<file path="src/rtl/ramp_pkg.sv">
package ramp_pkg;
    localparam int RAMP_W = 16;
    localparam int DAC_W  = 10;
    localparam int REG_AW = 2;

    typedef logic [RAMP_W-1:0] ramp_t;

    typedef enum logic [REG_AW-1:0] {
        REG_START  = 2'd0,
        REG_STEP   = 2'd1,
        REG_STATIC = 2'd2,
        REG_CTRL   = 2'd3
    } reg_addr_e;

    typedef struct packed {
        ramp_t start_val;
        ramp_t step_val;
    } ramp_cfg_t;

    function automatic ramp_t sat_sub(ramp_t a, ramp_t b);
        return (a > b) ? ramp_t'(a - b) : '0;
    endfunction

    function automatic logic [DAC_W-1:0] dac_slice(ramp_t r);
        return r[RAMP_W-1 -: DAC_W];
    endfunction
endpackage

</file>
<file path="src/rtl/ramp_sync_source.sv">
module ramp_sync_source #(
    parameter int CNT_W = 16
) (
    input  logic [CNT_W-1:0] cnt,
    input  logic [CNT_W-1:0] prd,
    input  logic             on_zero,
    output logic             level
);
    always_comb begin
        if (on_zero) level = (cnt == '0);
        else         level = (cnt == prd);
    end
endmodule

</file>
<file path="src/rtl/ramp_sync_detect.sv">
module ramp_sync_detect (
    input  logic clk,
    input  logic rst,
    input  logic level_in,
    output logic edge_out
);
    logic [2:0] stage;

    always_ff @(posedge clk) begin
        if (rst) stage <= '0;
        else     stage <= {stage[1:0], level_in};
    end

    assign edge_out = stage[1] & ~stage[2];
endmodule

</file>
<file path="src/rtl/ramp_regs.sv">
module ramp_regs
    import ramp_pkg::*;
#(
    parameter int SEL_W = 1
) (
    input  logic              clk,
    input  logic              rst,
    input  logic              we,
    input  logic [REG_AW-1:0] addr,
    input  ramp_t             wdata,
    output ramp_cfg_t         shadow,
    output logic [DAC_W-1:0]  static_code,
    output logic              dac_from_ramp,
    output logic [SEL_W-1:0]  src_sel
);
    always_ff @(posedge clk) begin
        if (rst) begin
            shadow        <= '0;
            static_code   <= '0;
            dac_from_ramp <= 1'b0;
            src_sel       <= '0;
        end else if (we) begin
            case (reg_addr_e'(addr))
                REG_START:  shadow.start_val <= wdata;
                REG_STEP:   shadow.step_val  <= wdata;
                REG_STATIC: static_code      <= wdata[DAC_W-1:0];
                REG_CTRL: begin
                    dac_from_ramp <= wdata[0];
                    src_sel       <= wdata[SEL_W:1];
                end
                default: ;
            endcase
        end
    end
endmodule

</file>
<file path="src/rtl/ramp_core.sv">
module ramp_core
    import ramp_pkg::*;
(
    input  logic      clk,
    input  logic      rst,
    input  logic      reload,
    input  ramp_cfg_t shadow,
    output ramp_t     ramp,
    output ramp_t     act_step
);
    always_ff @(posedge clk) begin
        if (rst) begin
            ramp     <= '0;
            act_step <= '0;
        end else if (reload) begin
            ramp     <= shadow.start_val;
            act_step <= shadow.step_val;
        end else begin
            ramp     <= sat_sub(ramp, act_step);
        end
    end
endmodule

</file>
<file path="src/rtl/pwm_ramp_gen.sv">
module pwm_ramp_gen
    import ramp_pkg::*;
#(
    parameter int NUM_PWM = 2,
    parameter int CNT_W   = 16
) (
    input  logic                     clk,
    input  logic                     rst,
    input  logic                     reg_we,
    input  logic [1:0]               reg_addr,
    input  logic [15:0]              reg_wdata,
    input  logic [NUM_PWM*CNT_W-1:0] tb_cnt,
    input  logic [NUM_PWM*CNT_W-1:0] tb_prd,
    input  logic [NUM_PWM-1:0]       sync_on_zero,
    output logic [15:0]              ramp_out,
    output logic [9:0]               dac_code
);
    localparam int SEL_W = (NUM_PWM > 1) ? $clog2(NUM_PWM) : 1;
    localparam int SLOTS = 1 << SEL_W;

    ramp_cfg_t          shadow_cfg;
    logic [DAC_W-1:0]   static_code;
    logic               dac_from_ramp;
    logic [SEL_W-1:0]   src_sel;
    logic [SLOTS-1:0]   chan_level;
    logic               sel_level;
    logic               sync_edge;
    ramp_t              act_step;
    ramp_t              ramp_q;

    ramp_regs #(.SEL_W(SEL_W)) u_regs (
        .clk(clk), .rst(rst), .we(reg_we), .addr(reg_addr), .wdata(reg_wdata),
        .shadow(shadow_cfg), .static_code(static_code),
        .dac_from_ramp(dac_from_ramp), .src_sel(src_sel)
    );

    for (genvar i = 0; i < SLOTS; i++) begin : g_src
        if (i < NUM_PWM) begin : g_live
            ramp_sync_source #(.CNT_W(CNT_W)) u_src (
                .cnt(tb_cnt[i*CNT_W +: CNT_W]),
                .prd(tb_prd[i*CNT_W +: CNT_W]),
                .on_zero(sync_on_zero[i]),
                .level(chan_level[i])
            );
        end else begin : g_pad
            assign chan_level[i] = 1'b0;
        end
    end

    assign sel_level = chan_level[src_sel];

    ramp_sync_detect u_det (
        .clk(clk), .rst(rst), .level_in(sel_level), .edge_out(sync_edge)
    );

    ramp_core u_core (
        .clk(clk), .rst(rst), .reload(sync_edge), .shadow(shadow_cfg),
        .ramp(ramp_q), .act_step(act_step)
    );

    assign ramp_out = ramp_q;
    assign dac_code = dac_from_ramp ? dac_slice(ramp_q) : static_code;
endmodule

</file>
<file path="config.mk">
export PLATFORM = sky130hd
export DESIGN_NAME = pwm_ramp_gen
export DESIGN_NICKNAME = d
export VERILOG_FILES = /design/src/rtl/ramp_pkg.sv /design/src/rtl/ramp_sync_source.sv /design/src/rtl/ramp_sync_detect.sv /design/src/rtl/ramp_regs.sv /design/src/rtl/ramp_core.sv /design/src/rtl/pwm_ramp_gen.sv
export SDC_FILE = /design/constraint.sdc
export NUM_CORES = 1
export LEC_CHECK = 0
export ABC_AREA = 1
export BUFFER_PORTS_ARGS = -buffer_cell sky130_fd_sc_hd__buf_2
export CORE_MARGIN = 8
export CORE_UTILIZATION = 44
export DETAILED_ROUTE_END_ITERATION = 8
export PLACE_DENSITY = 0.68
export SLEW_MARGIN = 20
export SYNTH_ARGS = -nofsm -noshare
export SYNTH_HDL_FRONTEND = slang
export SYNTH_SLANG_ARGS = --single-unit
</file>
<file path="constraint.sdc">
create_clock -name clk -period 2.09 [get_ports clk]
set_input_delay 0.418 -clock clk [delete_from_list [all_inputs] [get_ports clk]]
set_output_delay 0.418 -clock clk [all_outputs]
set_load 0.01 [all_outputs]
</file>
==> impl_metrics.env <==
export IMPL_grt_pass1_wl_um=22000
export IMPL_routed_wl_um=13200
export IMPL_worst_path_max_fanout=13
export IMPL_yosys_area_top_type="dfxtp_1"
export IMPL_end_kind="flip-flop"
export IMPL_clock_sinks=79
export IMPL_min_period_over_period_pct=89.9
export IMPL_hp_start="reg_wdata[12]"
export IMPL_seq_area_frac_synth_pct=34.3
export IMPL_clock_fmax_mhz=532
export IMPL_hold_ws_ns=0.304
export IMPL_path_clk_slew_ns=0.08
export IMPL_clock_latency_ns=0.35
export IMPL_wire_per_inst_um=13.5
export IMPL_yosys_cell_types_count=32
export IMPL_postRouteAntennaNets=0
export IMPL_swShare_pct=49.2
export IMPL_crit_type="flip-flop to flip-flop"
export IMPL_netlist_instances=724
export IMPL_synth_adder_area_share_pct=4.78
export IMPL_cts_setup_buffers=0
export IMPL_routabilityCongestion=0.912
export IMPL_placed_cell_area_mm2=0.00531
export IMPL_synth_top_family_by_area="simple AND/OR/NAND/NOR gates"
export IMPL_syn2layout_area_growth_pct=19.3
export IMPL_synth_compound_area_share_pct=12.8
export IMPL_rsz0062_at_grt="false"
export IMPL_hold_class="input port to flip-flop"
export IMPL_status="complete, no violations"
export IMPL_nFillCells=1037
export IMPL_synth_area_leaders="dfxtp_1 (34%), nand2_1 (14%), nor2_1 (10%), inv_1 (8.5%), o21ai_0 (7.0%)"
export IMPL_dp_cells=959
export IMPL_ys_warn_count=0
export IMPL_vias_per_cell=4.89
export IMPL_drt_iter0_markers=301
export IMPL_synthSimpleGateAreaFrac_pct=33.2
export IMPL_cap_violations=0
export IMPL_synth_xor_area_share_pct=3.99
export IMPL_port_buffers=112
export IMPL_drcViolationCount=0
export IMPL_top_level_ports=113
export IMPL_cts_buffers=9
export IMPL_hpwl_um=10800
export IMPL_p_total_uw=7700
export IMPL_worst_pin_slew_ns=0.611
export IMPL_hold_buffers=0
export IMPL_tns_ns=0
export IMPL_clockBufferDepth=2
export IMPL_p_int_uw=3910
export IMPL_hold_viol=0
export IMPL_powerDensity_mw_per_mm2=1400
export IMPL_setup_violations=0
export IMPL_p_clk_share_pct=14.2
export IMPL_worst_setup_path_start_kind="flip-flop"
export IMPL_grt_total_usage_pct=18.9
export IMPL_pwr_share_seq_pct=23.7
export IMPL_tritoncts="yes"
export IMPL_die_w_um=118
export IMPL_slew_headroom_pct=59.2
export IMPL_r2r_start="u_core.ramp[0]$_SDFF_PP0_"
export IMPL_grt_max_degree=62
export IMPL_core_area_mm2=0.0102
export IMPL_fin_nets=938
export IMPL_cts_root_buf="clkbuf_8"
export IMPL_die_area_mm2=0.0140
export IMPL_rows=37
export IMPL_syn_area_mm2=0.00461
export IMPL_overflow=0
export IMPL_muxShareOfSynthArea_pct=0
export IMPL_layout_cells_non_filler=974
export IMPL_grt_pass1_vias=4661
export IMPL_drive_above_1_share_pct=20.5
export IMPL_antenna_found_initial=0
export IMPL_crit_start="u_core.ramp[0]$_SDFF_PP0_"
export IMPL_ys_ff_latch=79
export IMPL_irDropWorstVdd_mv=0.825
export IMPL_skew_ns=0.00801
export IMPL_num_antenna_cells=0
export IMPL_leakage_uw=0.00281
export IMPL_p_switching_uw=3790
export IMPL_synth_top_area_share_pct=34.3
export IMPL_power_frac_comb_pct=62.2
export IMPL_cp_required_ns=2.37
export IMPL_die_h_um=118
export IMPL_worstPathArrival_ns=2.16
export IMPL_initial_core_util_pct=45.0
export IMPL_dr_total_vias=4765
export IMPL_drt_pass1_iterations=5
export IMPL_stdcell_area_mm2=0.00550
export IMPL_fin_crit_ns=1.88
export IMPL_cts_max_level=3
export IMPL_syn_avg_cell_area_um2=6.36
export IMPL_syn_num_nets=828
export IMPL_drv_slew=0
==> registers in the layout (all words and copies together) (netlist names) <==
| register | cells |
|---|---|
| u_regs.shadow | 32 |
| u_core.act_step | 16 |
| u_core.ramp | 16 |
| u_regs.static_code | 10 |
| u_det.stage | 3 |
| u_regs.dac_from_ramp | 1 |
| u_regs.src_sel | 1 |
==> timing repair <==
action,in CTS,in global routing
setup endpoints to repair,0,4
hold endpoints to repair,0,0
gates resized for setup,0,3
==> final timing paths <==
kind | to | slack (ns) | cells after the start
worst max register to register | u_core.ramp[3]$_SDFF_PP0_ | 0.21 | 12
worst min register to register | u_det.stage[1]$_SDFF_PP0_ | 0.41 | 2
worst min-delay path | u_regs.shadow[12]$_SDFFE_PP0P_ | 0.30 | 3
worst max-delay path | u_core.ramp[3]$_SDFF_PP0_ | 0.21 | 12
==> critical path, stage by stage, from the launching register on <==
cell     delay, ns
dfxtp_1       0.33
inv_1         0.04
ha_1          0.22
fa_2          0.38
nor2_2        0.13
o21ai_1       0.08
nand2_2       0.08
nand2_1       0.06
nand2_2       0.08
nand2_4       0.07
inv_6         0.13
nand2_1       0.08
a21oi_1       0.11
==> cell families after synthesis <==
group / Yosys count
fa+ha+maj: 17
simple gates: 368
compound gates: 110
xor+xnor: 21
flops: 79
buf+inv: 129
==> per-stage QoR <==
| step | setup slack (ns) | utilization (%) |
|---|---|---|
| after floorplan | 0.194 | - |
| after global placement | 0.209 | 51.9 |
| after detailed placement | 0.124 | 51.9 |
| after CTS | 0.0887 | 53.7 |
| after global routing | 0.0539 | 53.7 |
| final | 0.211 | 53.7 |
==> cell type report <==
cell class | count | area, um2 | area share (%)
timing repair buffer | 120 | 621 | 11.3
inverter | 108 | 410 | 7.46
tap | 136 | 170 | 3.10
sequential | 79 | 1580 | 28.8
clock buffer | 10 | 128 | 2.32
clock inverter | 5 | 58.8 | 1.07
multi-input combinational | 516 | 2530 | 46.0
==> placed cells by master, fill, tap and decap left out, types with 10 or more instances in the layout <==
master / count
a21oi_1: 32
a21oi_2: 10
buf_2: 112
dfxtp_1: 78
ha_1: 16
inv_1: 104
nand2_1: 173
nand2_2: 15
nand3_1: 21
nand4_1: 11
nor2_1: 127
o21ai_0: 64
xor2_1: 12
==> power by group through the flow <==
stage                     clock network, uW  logic (uW)  registers, uW
after floorplan                           0        3770           1870
after global placement                    0        4660           1840
after detailed placement                  0        4700           1850
after CTS                              1120        4730           1820
after global routing                   1200        5440           1840
final                                  1090        4790           1820
==> layer usage <==
metal | wire length, um | track usage (%)
met2 | 6130 | 31.7
met1 | 6140 | 24.0
met3 | 724 | 3.43
met5 | 0 | 0
met4 | 183 | 5.84
==> synth_stat cells <==
cell type and count:
a21oi_1 32, a21oi_2 10, and2_1 4, buf_1 2, buf_2 2, buf_8 1, clkbuf_1 16, clkinv_1 1
dfxtp_1 79, fa_1 1, ha_1 16, inv_1 104, inv_2 2, inv_4 1, nand2_1 173, nand2_2 15
nand2_4 1, nand3_1 21, nand3b_1 1, nand4_1 11, nor2_1 127, nor2_2 2, nor3_1 6, nor3_2 1
nor3b_1 1, nor4_1 1, o21ai_0 64, o21ai_1 1, o22ai_1 3, or2_2 4, xnor2_1 9, xor2_1 12
Note: power is estimated with default switching activity, not from simulation.
